## src/rtl/uart_ser_pkg.sv

```systemverilog
package uart_ser_pkg;
  localparam int CFG_W = 30;
  localparam int DIV_W = 24;
  localparam int BYTE_W = 8;

  typedef struct packed {
    logic [1:0]       len_code;
    logic             two_stop;
    logic             par_en;
    logic             par_fixed;
    logic             par_sel;
    logic [DIV_W-1:0] div;
  } ser_cfg_t;

  typedef enum logic [2:0] {
    ST_IDLE, ST_START, ST_DATA, ST_PAR, ST_STOP, ST_BREAK, ST_RECOVER
  } ser_state_t;

  function automatic logic [3:0] data_bits(input logic [1:0] len_code);
    return 4'd8 - {2'b00, len_code};
  endfunction

  function automatic logic [DIV_W-1:0] eff_div(input logic [DIV_W-1:0] div);
    return (div == '0) ? {{(DIV_W-1){1'b0}}, 1'b1} : div;
  endfunction

  function automatic logic parity_bit(input ser_cfg_t c, input logic [BYTE_W-1:0] d);
    logic [BYTE_W-1:0] used;
    logic              x;
    used = d & (8'hFF >> c.len_code);
    x    = ^used;
    if (c.par_fixed) return c.par_sel;
    return c.par_sel ? x : ~x;
  endfunction
endpackage

```

## src/rtl/ser_baud_timer.sv

```systemverilog
module ser_baud_timer #(
  parameter int CNT_W = 24
) (
  input  logic             clk,
  input  logic             rst,
  input  logic             restart,
  input  logic [CNT_W-1:0] period,
  output logic             tick
);
  logic [CNT_W-1:0] cnt;

  assign tick = (cnt == '0);

  always_ff @(posedge clk) begin
    if (rst)                  cnt <= '0;
    else if (restart || tick) cnt <= period - 1'b1;
    else                      cnt <= cnt - 1'b1;
  end

  // the count never exceeds the period it was loaded from
  assert_cnt_in_period_R3: assert property (@(posedge clk) disable iff (rst)
    !restart |=> (cnt <= $past(period) - 1'b1));
endmodule

```

## src/rtl/ser_frame_ctrl.sv

```systemverilog
module ser_frame_ctrl
  import uart_ser_pkg::*;
(
  input  logic              clk,
  input  logic              rst,
  input  logic              wr_en,
  input  logic [BYTE_W-1:0] wr_byte,
  input  logic              brk_req,
  input  logic [CFG_W-1:0]  cfg_word,
  input  logic              bit_tick,
  output logic              timer_restart,
  output logic [DIV_W-1:0]  timer_period,
  output logic              tx_line,
  output logic              busy
);
  ser_cfg_t          cfg_in, cfg_q;
  ser_state_t        state;
  logic [BYTE_W-1:0] shreg;
  logic [3:0]        bits_left;
  logic              stops_left;
  logic              par_q;
  logic              accept;
  logic              brk_release;

  assign cfg_in      = ser_cfg_t'(cfg_word);
  assign busy        = (state != ST_IDLE) || brk_req;
  assign accept      = wr_en && !busy;
  assign brk_release = (state == ST_BREAK) && !brk_req;

  assign timer_restart = accept || brk_release;
  assign timer_period  = timer_restart ? eff_div(cfg_in.div) : eff_div(cfg_q.div);

  always_comb begin
    case (state)
      ST_START: tx_line = 1'b0;
      ST_DATA:  tx_line = shreg[0];
      ST_PAR:   tx_line = par_q;
      ST_BREAK: tx_line = 1'b0;
      default:  tx_line = 1'b1;
    endcase
  end

  always_ff @(posedge clk) begin
    if (rst) begin
      state      <= ST_IDLE;
      cfg_q      <= '0;
      shreg      <= '0;
      bits_left  <= '0;
      stops_left <= 1'b0;
      par_q      <= 1'b0;
    end else if (brk_req) begin
      state <= ST_BREAK;
    end else begin
      case (state)
        ST_IDLE: if (accept) begin
          state     <= ST_START;
          shreg     <= wr_byte;
          cfg_q     <= cfg_in;
          par_q     <= parity_bit(cfg_in, wr_byte);
          bits_left <= data_bits(cfg_in.len_code);
        end
        ST_START: if (bit_tick) state <= ST_DATA;
        ST_DATA: if (bit_tick) begin
          shreg     <= shreg >> 1;
          bits_left <= bits_left - 1'b1;
          if (bits_left == 4'd1) begin
            state      <= cfg_q.par_en ? ST_PAR : ST_STOP;
            stops_left <= cfg_q.two_stop;
          end
        end
        ST_PAR: if (bit_tick) begin
          state      <= ST_STOP;
          stops_left <= cfg_q.two_stop;
        end
        ST_STOP: if (bit_tick) begin
          if (stops_left) stops_left <= 1'b0;
          else            state      <= ST_IDLE;
        end
        ST_BREAK: begin
          state <= ST_RECOVER;
          cfg_q <= cfg_in;
        end
        ST_RECOVER: if (bit_tick) state <= ST_IDLE;
        default: state <= ST_IDLE;
      endcase
    end
  end

  assert_idle_high_R1: assert property (@(posedge clk) disable iff (rst)
    !busy |-> tx_line);
  assert_accept_starts_R2: assert property (@(posedge clk) disable iff (rst)
    accept |=> (busy && !tx_line));
  assert_bit_hold_R3: assert property (@(posedge clk) disable iff (rst)
    (!bit_tick && !brk_req && state != ST_IDLE && state != ST_BREAK) |=> $stable(tx_line));
  assert_busy_write_ignored_R7: assert property (@(posedge clk) disable iff (rst)
    (wr_en && busy && state != ST_START) |=> (state != ST_START));
  assert_cfg_frozen_R8: assert property (@(posedge clk) disable iff (rst)
    (state != ST_IDLE && state != ST_BREAK && !brk_req) |=> $stable(cfg_q));
  assert_break_low_R9: assert property (@(posedge clk) disable iff (rst)
    brk_req |=> (!tx_line && busy));
endmodule

```

## src/rtl/uart_serializer.sv

```systemverilog
module uart_serializer
  import uart_ser_pkg::*;
(
  input  logic        clk,
  input  logic        rst,
  input  logic        wr_en,
  input  logic [7:0]  wr_byte,
  input  logic        brk_req,
  input  logic [29:0] cfg_word,
  output logic        tx_line,
  output logic        busy
);
  logic             bit_tick;
  logic             timer_restart;
  logic [DIV_W-1:0] timer_period;

  ser_baud_timer #(.CNT_W(DIV_W)) u_timer (
    .clk     (clk),
    .rst     (rst),
    .restart (timer_restart),
    .period  (timer_period),
    .tick    (bit_tick)
  );

  ser_frame_ctrl u_ctrl (
    .clk           (clk),
    .rst           (rst),
    .wr_en         (wr_en),
    .wr_byte       (wr_byte),
    .brk_req       (brk_req),
    .cfg_word      (cfg_word),
    .bit_tick      (bit_tick),
    .timer_restart (timer_restart),
    .timer_period  (timer_period),
    .tx_line       (tx_line),
    .busy          (busy)
  );
endmodule

```

## config.mk

```make
export PLATFORM = sky130hd
export DESIGN_NAME = uart_serializer
export DESIGN_NICKNAME = d
export VERILOG_FILES = /design/src/rtl/uart_ser_pkg.sv /design/src/rtl/ser_baud_timer.sv /design/src/rtl/ser_frame_ctrl.sv /design/src/rtl/uart_serializer.sv
export SDC_FILE = /design/constraint.sdc
export NUM_CORES = 1
export LEC_CHECK = 0
export BUFFER_PORTS_ARGS = -buffer_cell sky130_fd_sc_hd__buf_2
export CAP_MARGIN = 20
export CORE_MARGIN = 2
export CORE_UTILIZATION = 55
export CTS_CLUSTER_SIZE = 25
export DETAILED_ROUTE_END_ITERATION = 8
export PLACE_DENSITY = 0.75
export SYNTH_ARGS = -nofsm -noshare
export SYNTH_HDL_FRONTEND = slang
export SYNTH_HIERARCHICAL = 1
export SYNTH_SLANG_ARGS = --single-unit
```

## constraint.sdc

```tcl
create_clock -name clk -period 5.1 [get_ports clk]
set_input_delay 0.255 -clock clk [delete_from_list [all_inputs] [get_ports clk]]
set_output_delay 0.255 -clock clk [all_outputs]
set_load 0.1 [all_outputs]
```

# After elaboration in Yosys (flattened, before gate mapping)
# Cells that the tools add are included.
dict set report totals {
  ff_bits 67
  output_inout_bits 2
  wordCells 102
}
dict set report classes {
  addsub 4
  n_eq_ne 23
  shifts 1
  mux 37
  n_bitwise 3
  reduce_logical 24
}
# op n
set ops {}
lappend ops {{$mux 24} 4}
lappend ops {{$logic_not 24->1} 3}
lappend ops {{$pmux 28 s2} 1}
lappend ops {{$sub 24x1->24 const B} 2}
lappend ops {{$mux 3} 10}
lappend ops {{$mux 28} 1}
lappend ops {{$pmux 3 s7} 1}
lappend ops {{$ne 3x3->1 const B} 6}
lappend ops {{$mux 8} 2}
lappend ops {{$pmux 8 s2} 1}
lappend ops {{$reduce_and 8->1} 2}
lappend ops {{$mux 1} 12}
lappend ops {{$ne 2x2->1 const B} 6}
lappend ops {{$eq 3x3->1 const B} 3}
lappend ops {{$and 8x8->8} 1}
lappend ops {{$mux 4} 2}
lappend ops {{$pmux 4 s2} 1}
lappend ops {{$reduce_xor 8->1} 1}
lappend ops {{$shr 8x2->8 const A} 1}
lappend ops {{$eq 3x2->1 const B} 2}
lappend ops {{$ne 3x2->1 const B} 2}
lappend ops {{$pmux 1 s3} 2}
lappend ops {{$reduce_and 3->1} 2}
lappend ops {{$reduce_and 6->1} 1}
lappend ops {{other kinds (14)} 23}

# Depth between registers and ports, before layout
# Gate-level depths: netlist (run 1).
dict set report logic_depth {
  depth_word 9
  ltp_mapped 16
  mapped_depth_nobuf 12
}

# Hierarchy
# The synthesis (run 1) kept the hierarchy.
# mod instances cells_each area_per_inst_um2 seq_area_each_um2
set by_module_without_submodules {}
lappend by_module_without_submodules {ser_frame_ctrl 1 238 2254.7 860.8}
lappend by_module_without_submodules {ser_baud_timer 1 214 1769.2 480.5}

# Worst setup path after synthesis (run 1)
# No wires, ideal clock.
dict set report synth_path {
  path_kind {register to register}
  startpoint {register u_ctrl.state[1]}
  endpoint {register u_timer.cnt[18]}
  setup_ps 132
  t_arrival_ps 3233
  slack_ps 1735
  stages_incl_launch_ff 17
  period_less_slack_ps 3365
  cell_sequence {dfxtp_1 > buf_4 > nor2_1 > a21boi_1 > buf_4 > buf_6 > clkbuf_1 > a21o_4 > buf_12 > buf_6 > mux2i_1 > ha_1 > nand4b_1 > or2_2 > mux2i_1 > a32o_1 > a21oi_1}
}
dict set report synth_via {
  elab_chain_cells 8
  word_cells_on_any_way 11
  classes_between {1 x add/sub; 1 x eq/ne; 2 x mux; 7 x reduce/logical}
}
# item line
set synth_rtl {}
lappend synth_rtl {{start: declaration} ser_frame_ctrl.sv:17} ;# ser_state_t state;
lappend synth_rtl {{start signal: assignment} ser_frame_ctrl.sv:67} ;# state <= cfg_q.par_en ? ST_PAR : ST_STOP;
lappend synth_rtl {{$reduce_bool 3->1} ser_frame_ctrl.sv:26} ;# assign busy = (state != ST_IDLE) || brk_req;
lappend synth_rtl {{$logic_or 1x1->1} ser_frame_ctrl.sv:26}
lappend synth_rtl {{$logic_not 1->1} ser_frame_ctrl.sv:27} ;# assign accept = wr_en && !busy;
lappend synth_rtl {{$logic_and 1x1->1} ser_frame_ctrl.sv:27}
lappend synth_rtl {{$logic_or 1x1->1 (*)} ser_frame_ctrl.sv:30} ;# assign timer_restart = accept || brk_release;
lappend synth_rtl {{net timer_restart} uart_serializer.sv:14} ;# logic timer_restart;
lappend synth_rtl {{$mux 24} ser_frame_ctrl.sv:31} ;# assign timer_period = timer_restart ? eff_div(cfg_in.div) : eff_div(cfg_q.div);
lappend synth_rtl {{$sub 24x1->24} ser_baud_timer.sv:16} ;# else if (restart || tick) cnt <= period - 1'b1;
lappend synth_rtl {{$mux 24 (*)} ser_baud_timer.sv:16}
lappend synth_rtl {{end signal: assignment} ser_baud_timer.sv:16}
lappend synth_rtl {{end signal: assignment} ser_baud_timer.sv:17} ;# else cnt <= cnt - 1'b1;
lappend synth_rtl {{end: declaration} ser_baud_timer.sv:10} ;# logic [CNT_W-1:0] cnt;
# Mark *: on every way through the listed nets, which the timed path passes. The rest lies on a longest branch.
# A chain may end at the register's enable or synchronous reset.

# Final worst setup path (run 1)
dict set report layout_path {
  startpoint {register u_ctrl.state[2]}
  endpoint {register u_timer.cnt[18]}
}
# Same word-level chain as after synthesis.

==> results of run 1 <==
-- state kept, by name (all words and copies together) (netlist names) --
name and cells:
u_ctrl/cfg_q 26, u_timer/cnt 24, u_ctrl/shreg 8, u_ctrl/bits_left 4, u_ctrl/state 3, u_ctrl/par_q 1
u_ctrl/stops_left 1
-- stage by stage --
stage | hold slack [ns] | setup WS (ns) | area, um^2 | std cells
floorplan | 0.327 | 1.74 | 4020 | 452
global placement | 0.458 | 1.30 | 4240 | 572
detailed placement | 0.469 | 1.12 | 4240 | 572
CTS | 0.129 | 1.10 | 4440 | 588
global route | 0.182 | 0.785 | 4450 | 589
finish | 0.146 | 1.05 | 4450 | 589
-- Yosys cell counts (2+ instances only) --
master    count  share of area
nor2b_1      25          0.039
xnor2_1      18          0.039
buf_2         8          0.010
nand4b_1      3         0.0065
nor3_1       12          0.015
nor4_1       21          0.033
and3_1        2         0.0031
nand3b_1      3         0.0056
or2_2         2         0.0031
xor2_1       12          0.026
buf_4         3         0.0056
buf_6         3         0.0084
a21oi_1      15          0.019
o21ai_0      12          0.015
nand2_1      23          0.021
ha_1          5          0.016
or3_1         5         0.0078
a211oi_1     19          0.035
clkbuf_1      9         0.0084
and4_1        3         0.0065
a21o_1        3         0.0056
inv_1         8         0.0075
mux2i_1      23          0.057
o211ai_1      3         0.0056
nor4_2        2         0.0062
mux2_2       23          0.064
a31oi_1       2         0.0031
mux2_1        3         0.0084
dfxtp_1      67           0.33
a22oi_1       2         0.0037
nor2_1       57          0.053
nand3_1       5         0.0062
o22ai_1       2         0.0031
a41oi_1       2         0.0044
nand4_1       2         0.0031
a311oi_1      5          0.011
nand2b_1      8          0.012
-- logic make-up (layout without fill, tap and decap cells) --
family	after synthesis	count (layout)	share of synthesized area
AO/OA/AOI/OAI	83	83	0.151
XOR/XNOR	31	31	0.0709
adder cells (fa/ha/maj)	5	5	0.0155
buffers and inverters	32	70	0.0448
flip-flops	67	67	0.333
multiplexers	49	49	0.130
AND/OR/NAND/NOR	185	185	0.254
-- power groups by stage --
stage / sequential [W] / clock (W) / combinational, W
after floorplan: 0.000698 / 0 / 0.000729
after global placement: 0.000730 / 0 / 0.000837
after detailed placement: 0.000732 / 0 / 0.000852
after CTS: 0.000722 / 0.000460 / 0.000859
after global routing: 0.000740 / 0.000486 / 0.000948
final: 0.000726 / 0.000448 / 0.000870
-- worst min-delay path by stage --
stage                     from                to  slack, ns
2_1_floorplan              rst   u_ctrl/cfg_q[1]       0.33
3_3_place_gp   u_ctrl/shreg[7]   u_ctrl/shreg[7]       0.46
3_5_place_dp   u_ctrl/shreg[7]   u_ctrl/shreg[7]       0.47
4_1_cts           cfg_word[27]  u_ctrl/cfg_q[27]       0.13
5_1_grt           cfg_word[26]  u_ctrl/cfg_q[26]       0.18
6_report          cfg_word[27]  u_ctrl/cfg_q[27]       0.15
-- layout make-up --
cell class	instances	area, um^2
Tap cell	99	124
Timing Repair Buffer	46	241
Multi-Input combinational cell	353	2510
Clock buffer	10	138
Fill cell	617	2720
Sequential cell	67	1340
Inverter	8	30.0
Clock inverter	6	65.1
-- worst max-delay path, stage by stage (launching register included) --
cell and delay (ns):
dfxtp_1 0.65, nand2_1 0.18, a21boi_4 0.57, buf_4 0.38, a21o_4 0.30, mux2i_1 0.28
ha_1 0.33, nand4b_1 0.25, or2_2 0.36, mux2i_1 0.32, a32o_1 0.22, a21oi_1 0.05
-- routing by layer --
| layer | part of all wire | vias to the layer above | GRT usage |
|---|---|---|---|
| met5 | 0 | - | 0 |
| met4 | 0.017 | 0 | 0.0773 |
| met3 | 0.038 | 14 | 0.0526 |
| met2 | 0.48 | 62 | 0.392 |
| met1 | 0.47 | 1611 | 0.302 |
| li1 | - | 1717 | - |
==> results by group, run 1 <==
Floorplan
  • Starting Density: 0.561
  • DIE AREA: 0.00802 mm^2
  • Die extent in y: 89.5 um
  • Die width: 89.5 um
  • # IOs: 44
  • Site Rows: 31
  • CORE AREA: 0.00718 mm^2

Finish
  • ANT cells: 0
  • Final core area utilization: 0.621
  • Most frequent cells in the layout: dfxtp_1 (67), nor2_1 (57), buf_2 (43), nor2b_1 (25)
  • Area Growth Syn to Fin: 10.7%
  • Share of cells above drive strength 1: 0.206
  • Most common cell after layout, fill and taps aside: dfxtp_1
  • Final #Nets: 532

Timing
  • Shortest period the worst path allows: 4.05 ns
  • Max Clock Skew: 0.00509 ns
  • Hold violation count in the final report: 0
  • Max-slew violations: 0
  • Worst rel slew slack: 0.323
  • Final setup vio count: 0
  • Crit share post-route: 0.794
  • Worst slew pin tran: 1.02 ns
  • F_max: 0.247 GHz
  • Setup TNS: 0 ns
  • RSZ-0062 raised after global routing: false

Synthesis
  • Synthesized cell area: 0.00402 mm^2
  • Syn_nets: 499
  • Register area share after synthesis: 0.333
  • Syn avg cell area: 8.90 um^2
  • Ys Warns: 6
  • Post-Syn Instances: 452
  • Top FF cell, synth: dfxtp_1
  • Post-synthesis register bit count: 67
  • Async S/R FF share, synth: 0
  • Post-synth EDFFs: 0
  • Synth cell types: 69

Clocking
  • Clock Latency Late Sink: 0.35 ns
  • Clock sinks: 67
  • H-tree depth: 3
  • CTS root buf: clkbuf_8
  • CTS Hold Bufs: 0
  • Worst-path clk slew: 0.07 ns
  • CTS resizes: 0
  • Cts bufs inserted: 9
  • Post-CTS Repair Setup Buffers: 0
  • CTS tree: built
  • Worst-case clock buffer depth: 2

Power and ir drop
  • Net Sw Frac: 0.394
  • Clock power share: 0.219
  • Seq pwr share: 0.355
  • Power, Total: 0.00204 W
  • Int Power: 0.00124 W
  • Worst vdd ir: 0.229 mV
  • Combinational power share: 0.426
  • LEAKAGE: 1.78 nW
  • Net Switching: 0.000806 W
  • Pwr Density: 459 mW/mm^2

Critical path
  • Critical setup path kind: flip-flop to flip-flop
  • Nature of the critical path endpoint: flip-flop
  • Worst Path Arrival: 4.25 ns
  • Reg2reg path depth: 11
  • Crit Path Max Fanout: 21
  • Reg-to-Reg End: u_timer/cnt[18]
  • Worst EP required: 5.30 ns
  • Beginning of the critical path: u_ctrl/state[2]
  • Reg2reg start: u_ctrl/state[2]
  • R2r setup slk: 1.05 ns
  • CP startpoint kind: flip-flop
  • Critical Path Sink: u_timer/cnt[18]

Drt
  • # DRC: 0
  • TritonRoute pass-1 iters: 4
  • Post-detailed-route count of antenna-violating nets: 0
  • Avg WL per Cell: 15.4 um
  • Via density: 5.78
  • Drt total wl: 9070 um
  • Total number of vias: 3,404
  • Initial DRC count: 153

Run
  • Max Cap Viol: 0

GRT
  • Initial antenna violation count: 0
  • Number of global-route vias before repair: 3,173
  • Largest net degree at the start of global routing: 68
  • Overflow left after global routing: 0
  • First-pass GRT wire length: 14,600 um
  • Gr usage total: 0.235

Placed design
  • RD Place Congestion: 0.835
  • DPL Wire Length: 6540 um
  • PortBufs: 43

Hold path
  • WHS Path Cells: 3
  • Worst Hold Class: input pin to flip-flop

Outcome
  • Status: finished, final reports clean
Power figures use the tool's default switching activity.
==> run 2: changes to the inputs <==
--- a/config.mk
+++ b/config.mk
@@ -5,6 +5,7 @@
 export SDC_FILE = /design/constraint.sdc
 export NUM_CORES = 1
 export LEC_CHECK = 0
+export ABC_AREA = 1
 export BUFFER_PORTS_ARGS = -buffer_cell sky130_fd_sc_hd__buf_2
 export CAP_MARGIN = 20
 export CORE_MARGIN = 2
==> constraint.sdc (replaced) <==
create_clock -name clk -period 4.2 [get_ports clk]
set_input_delay 0.21 -clock clk [delete_from_list [all_inputs] [get_ports clk]]
set_output_delay 0.21 -clock clk [all_outputs]
set_load 0.1 [all_outputs]
==> run 2 against run 1 <==
Clock power rose by 20%. Global-route usage rose by 2.4 points. Final cell count grew 40%. Largest cell class unchanged. Highest routed layer unchanged.
==> results by group, run 2 <==
Power and ir drop
  • Pwr Density: 656 mW/mm^2 (+43%)
  • Power, Total: 0.00320 W (+57%)
  • Worst vdd ir: 0.321 mV (+41%)
  • LEAKAGE: 2.28 nW (+28%)

Clocking
  • CTS resizes: 0 (unchanged)
  • Cts bufs inserted: 9 (unchanged)
  • Worst-path clk slew: 0.07 ns (about the same)
  • Worst-case clock buffer depth: 2 (unchanged)
  • Clock Latency Late Sink: 0.35 ns (about the same)
  • CTS Hold Bufs: 0 (unchanged)
  • H-tree depth: 3 (unchanged)
  • CTS tree: built
  • Clock sinks: 67 (unchanged)
  • CTS root buf: clkbuf_8
  • Post-CTS Repair Setup Buffers: 0 (unchanged)

Synthesis
  • Compound-cell area share of the yosys netlist: 0.0853 (-0.0658)
  • Mux contribution to synthesized area: 0.00249 (-0.127)
  • Synthesized cell area: 0.00452 mm^2 (+12%)
  • Post-Syn Instances: 681 (+51%)
  • Syn avg cell area: 6.63 um^2 (-25%)
  • Most frequent cell after synthesis: nand2_1
  • Largest family of logic cells by synthesized area: simple AND/OR/NAND/NOR gates
  • Synthesized-area fraction occupied by adder cells: 0.0139 (-0.00170)
  • Top cell type's share of synthesized area: 0.297 (-0.0364)
  • Syn_nets: 728 (+46%)
  • Synth cell types: 40 (-42%)
  • Post-synthesis simple-gate area fraction: 0.495 (+0.241)
  • Post-synth EDFFs: 0 (unchanged)
  • Post-synth top cells: nand2_1 (168), nor2_1 (119), inv_1 (69)
  • Register area share after synthesis: 0.297 (-0.0364)
  • Post-synthesis register bit count: 67 (unchanged)
  • Xor and xnor area share after synthesis: 0.00388 (-0.0670)
  • Synth top area cells: dfxtp_1 (30%), nand2_1 (14%), nor2_1 (9.9%)
  • Area leader, netlist: dfxtp_1
  • Async S/R FF share, synth: 0 (unchanged)
  • Top FF cell, synth: dfxtp_1
  • Ys Warns: 6 (unchanged)

Finish
  • Non-Filler Instances: 824 (+40%)
  • Number of flip-flops in the largest register: 26 (unchanged)
  • Final core area utilization: 0.604 (-0.0168)
  • Most frequent cells in the layout: nand2_1 (168), nor2_1 (119), inv_1 (69), dfxtp_1 (67), buf_2 (43)
  • Reg with most FFs: u_ctrl/cfg_q
  • Biggest regs: u_ctrl/cfg_q (26), u_timer/cnt (24), u_ctrl/shreg (8)
  • Final #Nets: 761 (+43%)
  • ANT cells: 0 (unchanged)
  • Filler cells: 825 (+34%)
  • Area Growth Syn to Fin: 8.17%
  • Share of cells above drive strength 1: 0.200 (-0.00584)
  • Most common cell after layout, fill and taps aside: nand2_1

Drt
  • # DRC: 0 (unchanged)
  • TritonRoute pass-1 iters: 5 (+1)
  • Initial DRC count: 297 (+94%)
  • Avg WL per Cell: 13.2 um (-14%)
  • Drt total wl: 10,900 um (+20%)
  • Post-detailed-route count of antenna-violating nets: 0 (unchanged)
  • Via density: 5.37 (-7.0%)
  • Total number of vias: 4,427 (+30%)

Critical path
  • CP startpoint kind: flip-flop
  • Crit Path Max Fanout: 32 (+52%)
  • Top delay family on crit path: simple AND/OR/NAND/NOR gates
  • Nature of the critical path endpoint: flip-flop
  • Worst EP required: 4.45 ns (-0.85 ns)
  • Crit path top cell by count: nand2_1
  • Critical setup path kind: flip-flop to flip-flop
  • Worst Path Arrival: 3.61 ns (-0.64 ns)
  • Slowest cell on the critical path: o31ai_4
  • CP Buf/Inv Count: 1 (unchanged)
  • Crit-path cells: nand2_1 -> o31ai_4 -> inv_1 -> nand2_4 -> nand2_1 -> nand2_1 -> ha_1 -> nand2_1 -> nor2_2 -> nand3_1 -> o21ai_0 -> nor2_1
  • Largest stage delay on the critical path: 0.60 ns (-0.05 ns)

Timing
  • Setup TNS: 0 ns (unchanged)
  • Worst slew pin tran: 0.968 ns (-0.0473 ns)
  • F_max: 0.297 GHz (+20%)
  • Fin Hold WS: 0.109 ns (-0.0368 ns)
  • Shortest period the worst path allows: 3.36 ns (-0.686 ns)
  • Max-slew violations: 0 (unchanged)
  • Crit share post-route: 0.801 (+0.00689)
  • Max Clock Skew: 0.00841 ns (+0.00332 ns)
  • Worst rel slew slack: 0.355 (+0.0316)
  • RSZ-0062 raised after global routing: false
  • Hold violation count in the final report: 0 (unchanged)
  • Final setup vio count: 0 (unchanged)

Floorplan
  • Starting Density: 0.558 (-0.00263)
  • # IOs: 44 (unchanged)
  • Die extent in y: 94.6 um (+5.7%)
  • Site Rows: 33 (+6.5%)
  • DIE AREA: 0.00895 mm^2 (+12%)
  • Die width: 94.6 um (+5.7%)
  • CORE AREA: 0.00809 mm^2 (+13%)

Placed design
  • PortBufs: 43 (unchanged)
  • RD Place Congestion: 0.929 (+11%)
  • DPL Wire Length: 8120 um (+24%)
  • Inst Count DP: 808 (+41%)

GRT
  • Number of global-route vias before repair: 4,029 (+27%)
  • Gr usage total: 0.259 (+0.0241)
  • Largest net degree at the start of global routing: 41 (-40%)
  • First-pass GRT wire length: 18,400 um (+26%)
  • Initial antenna violation count: 0 (unchanged)
  • Overflow left after global routing: 0 (unchanged)

Hold path
  • Worst Hold Class: input pin to flip-flop

Run
  • Max Cap Viol: 0 (unchanged)

Outcome
  • Status: finished, final reports clean
-- run 2: changes by cell type after synthesis, sizes merged, moves of 23 or more --
| cell | delta |
|---|---|
| nand2 | +168 |
| nor2 | +95 |
| inv | +64 |
| nand3 | +32 |
| nor2b | -26 |
| mux2 | -25 |
| mux2i | -23 |
-- run 2: logic make-up after synthesis --
family | count (synthesis)
AOI/OAI and AO/OA | 67
xor gates and xnor gates | 2
adders and majority gates | 5
buffers and inverters | 95
DFF | 67
muxes | 1
and+or+nand+nor | 444
-- run 2: area by class of cell --
cell class              count  area, um^2  area share
well taps                 105         131      0.0269
multi-input cells         519        2710       0.555
clock buffers              11         141      0.0289
repair buffers             45         230      0.0471
clock inverters             5        52.6      0.0108
inverters                  72         275      0.0563
flip-flops and latches     67        1340       0.275
-- run 2: power breakdown --
| part | internal (W) | switching (W) | leakage [nW] | total (W) |
|---|---|---|---|---|
| combinational | 0.000567 | 0.00124 | 1.63 | 0.00181 |
| clock | 0.000287 | 0.000252 | 0.0991 | 0.000539 |
| sequential | 0.000774 | 0.0000838 | 0.549 | 0.000858 |
| total | 0.00163 | 0.00158 | 2.28 | 0.00320 |
-- run 2: worst register-to-register path: cells and delay by family, from the launching register on --
family                   cells  cell delay [ns]
AND/OR/NAND/NOR              8             1.36
adder cells (fa/ha/maj)      1             0.18
AO/OA/AOI/OAI                2             0.78
flip-flops                   1             0.41
buffers and inverters        1             0.55
-- run 2: metrics by stage --
step | cell area, um^2 | setup WS, ns
after floorplan | 4520 | 1.74
after global placement | 4690 | 1.04
after detailed placement | 4690 | 0.903
after CTS | 4890 | 0.904
after global routing | 4890 | 0.520
final | 4890 | 0.836
-- run 2: worst paths after layout --
path,start,to,slack (ns),cells after the start
min,cfg_word[27],u_ctrl/cfg_q[27],0.11,3
min reg2reg,u_ctrl/cfg_q[26],u_ctrl/cfg_q[26],0.48,2
max reg2reg,u_ctrl/state[0],u_timer/cnt[14],0.84,12
max,u_ctrl/state[0],u_timer/cnt[14],0.84,12
-- run 2: routing by layer --
metal  track usage  part of all wire
met5             0                 0
met2         0.424              0.47
met3        0.0447             0.049
met1         0.333              0.45
met4         0.117             0.028
==> run 3: changes to the inputs <==
==> constraint.sdc (replaced) <==
create_clock -name clk -period 3.35 [get_ports clk]
set_input_delay 0.1675 -clock clk [delete_from_list [all_inputs] [get_ports clk]]
set_output_delay 0.1675 -clock clk [all_outputs]
set_load 0.1 [all_outputs]
==> run 3 against run 2 <==
Largest cell class unchanged. Critical path depth increased by 7. Clock skew decreased by 0.0013 ns. First-iteration DRC count grew 6.4%. Sequential share of layout area down 0.25 points. Global-route usage increased by 0.90 points. Combinational power increased by 25%. Die area is the same. Sequential power increased by 25%.
==> results by group, run 3 (synthesis results as in run 2) <==
Outcome
  • Status: finished, final reports clean

Finish
  • Most frequent cells in the layout: nand2_1 (168), nor2_1 (119), inv_1 (69), dfxtp_1 (67), buf_2 (43)
  • Reg with most FFs: u_ctrl/cfg_q
  • Non-Filler Instances: 828 (+0.49%)
  • Number of flip-flops in the largest register: 26 (unchanged)
  • Final #Nets: 765 (+0.53%)
  • Share of cells above drive strength 1: 0.205 (+0.00442)
  • Biggest regs: u_ctrl/cfg_q (26), u_timer/cnt (24), u_ctrl/shreg (8)
  • Area Growth Syn to Fin: 9.17%
  • Finished Cell Area: 0.00493 mm^2 (+0.92%)
  • ANT cells: 0 (unchanged)
  • Most common cell after layout, fill and taps aside: nand2_1

Critical path
  • Nature of the critical path endpoint: flip-flop
  • CP startpoint kind: flip-flop
  • Crit path top cell by count: nand2_1
  • Critical setup path kind: flip-flop to flip-flop
  • Slowest cell on the critical path: dfxtp_1
  • Largest stage delay on the critical path: 0.41 ns (-0.19 ns)
  • Crit Path Max Fanout: 27 (-16%)
  • Crit-path cells: nor2_1 -> nand2_2 -> inv_2 -> nand3_4 -> o31ai_4 -> inv_6 -> nor2_1 -> o21ai_1 -> nand2_1 -> inv_1 -> nand2_1 -> nand2_1 -> inv_1 -> ha_1 -> nand2_1 -> nor2_2 -> nand3_1 -> o21ai_0 -> nor2_1
  • Worst EP required: 3.58 ns (-0.87 ns)
  • Worst Path Arrival: 3.31 ns (-0.30 ns)

Drt
  • # DRC: 0 (unchanged)
  • Post-detailed-route count of antenna-violating nets: 0 (unchanged)
  • Total number of vias: 4,460 (+0.75%)
  • Initial DRC count: 316 (+6.4%)
  • Avg WL per Cell: 13.7 um (+3.6%)
  • TritonRoute pass-1 iters: 5 (unchanged)
  • Via density: 5.39 (+0.26%)
  • Drt total wl: 11,300 um (+4.1%)

Hold path
  • Worst Hold Class: input pin to flip-flop

Clocking
  • Worst-path clk slew: 0.07 ns (about the same)
  • Clock Latency Late Sink: 0.35 ns (about the same)
  • CTS tree: built
  • H-tree depth: 3 (unchanged)
  • Clock sinks: 67 (unchanged)
  • CTS root buf: clkbuf_8
  • Worst-case clock buffer depth: 2 (unchanged)
  • Cts bufs inserted: 9 (unchanged)
  • CTS resizes: 0 (unchanged)

Placed design
  • RD Place Congestion: 0.884 (-4.8%)
  • Placed Instance Area: 0.00470 mm^2 (+0.16%)
  • Inst Count DP: 809 (+0.12%)
  • PortBufs: 43 (unchanged)
  • DPL Wire Length: 8230 um (+1.3%)
  • Worst slack at placement: -0.277 ns (-1.18 ns)

GRT
  • First-pass GRT wire length: 18,900 um (+2.7%)
  • Overflow left after global routing: 0 (unchanged)
  • Initial antenna violation count: 0 (unchanged)
  • Number of global-route vias before repair: 4,080 (+1.3%)
  • Gr usage total: 0.268 (+0.00897)
  • Largest net degree at the start of global routing: 34 (-17%)

Floorplan
  • DIE AREA: 0.00895 mm^2 (unchanged)
  • Starting Density: 0.558 (unchanged)
  • CORE AREA: 0.00809 mm^2 (unchanged)
  • Die extent in y: 94.6 um (unchanged)
  • Site Rows: 33 (unchanged)
  • # IOs: 44 (unchanged)
  • Die width: 94.6 um (unchanged)

Timing
  • Final setup vio count: 0 (unchanged)
  • Max-slew violations: 0 (unchanged)
  • Worst slew pin tran: 1.05 ns (+0.0852 ns)
  • RSZ-0062 raised after global routing: false
  • Crit share post-route: 0.918 (+0.117)
  • Hold violation count in the final report: 0 (unchanged)
  • Setup ws final: 0.276 ns (-0.561 ns)
  • Worst rel slew slack: 0.294 (-0.0610)
  • F_max: 0.325 GHz (+9.4%)
  • Shortest period the worst path allows: 3.07 ns (-0.289 ns)
  • Max Clock Skew: 0.00714 ns (-0.00127 ns)

Run
  • Max Cap Viol: 0 (unchanged)

Power and ir drop
  • Worst vdd ir: 0.310 mV (-3.5%)
  • Pwr Density: 820 mW/mm^2 (+25%)
  • LEAKAGE: 2.30 nW (+1.2%)
[run 3: cell count changes in the layout (fill, tap and decap cells not counted), sizes merged]
cell,delta
clkbuf,+1
clkinvlp,-1
buf,+3
o31ai,+1
[run 3: timing repair]
item	in CTS	in global routing
setup buffers	2	0
endpoints found under the setup margin	10	0
hold buffers	0	0
[run 3: power breakdown]
| part | leakage, nW | internal (W) | switching (W) | total, W |
|---|---|---|---|---|
| Clock | 0.106 | 0.000384 | 0.000315 | 0.000699 |
| Sequential | 0.549 | 0.000970 | 0.000100 | 0.00107 |
| Combinational | 1.65 | 0.000715 | 0.00156 | 0.00227 |
[run 3: final cells by class]
class / instances / area, um^2
fillers: 762 / 3160
multi-input cells: 520 / 2730
flip-flops and latches: 67 / 1340
inverters: 72 / 275
repair buffers: 48 / 253
clock buffers: 12 / 155
well taps: 105 / 131
clock inverters: 4 / 48.8
[run 3: stage by stage]
stage / setup TNS (ns) / hold slack, ns / power (W) / utilization
after floorplan: 0 / 0.296 / 0.00291 / -
after global placement: 0 / 0.409 / 0.00324 / 0.581
after detailed placement: -1.45 / 0.421 / 0.00329 / 0.581
after CTS: 0 / 0.0535 / 0.00403 / 0.609
after global routing: 0 / 0.0740 / 0.00437 / 0.609
final: 0 / 0.0678 / 0.00404 / 0.609
[run 3: path summary, 6_finish.rpt]
path	start	to	slack (ns)	depth (start not counted)
max	u_ctrl/state[1]	u_timer/cnt[14]	0.28	19
min	wr_byte[7]	u_ctrl/shreg[7]	0.07	3
max reg2reg	u_ctrl/state[1]	u_timer/cnt[14]	0.28	19
min reg2reg	u_ctrl/shreg[1]	u_ctrl/shreg[0]	0.48	2
[run 3: critical path, delay by kind of cell (launching register included)]
kind / cells / cell delay, ns
buffers and inverters: 4 / 0.45
AOI/OAI and AO/OA: 3 / 0.44
and+or+nand+nor: 11 / 1.49
adders and majority gates: 1 / 0.16
DFF: 1 / 0.41
[run 3: layer usage]
metal  GRT usage  part of all wire  vias up
li1            -                 -     2252
met1       0.348              0.45     2039
met2       0.457              0.48      152
met3      0.0495             0.055       17
met4      0.0725             0.017        0
met5           0                 0        -
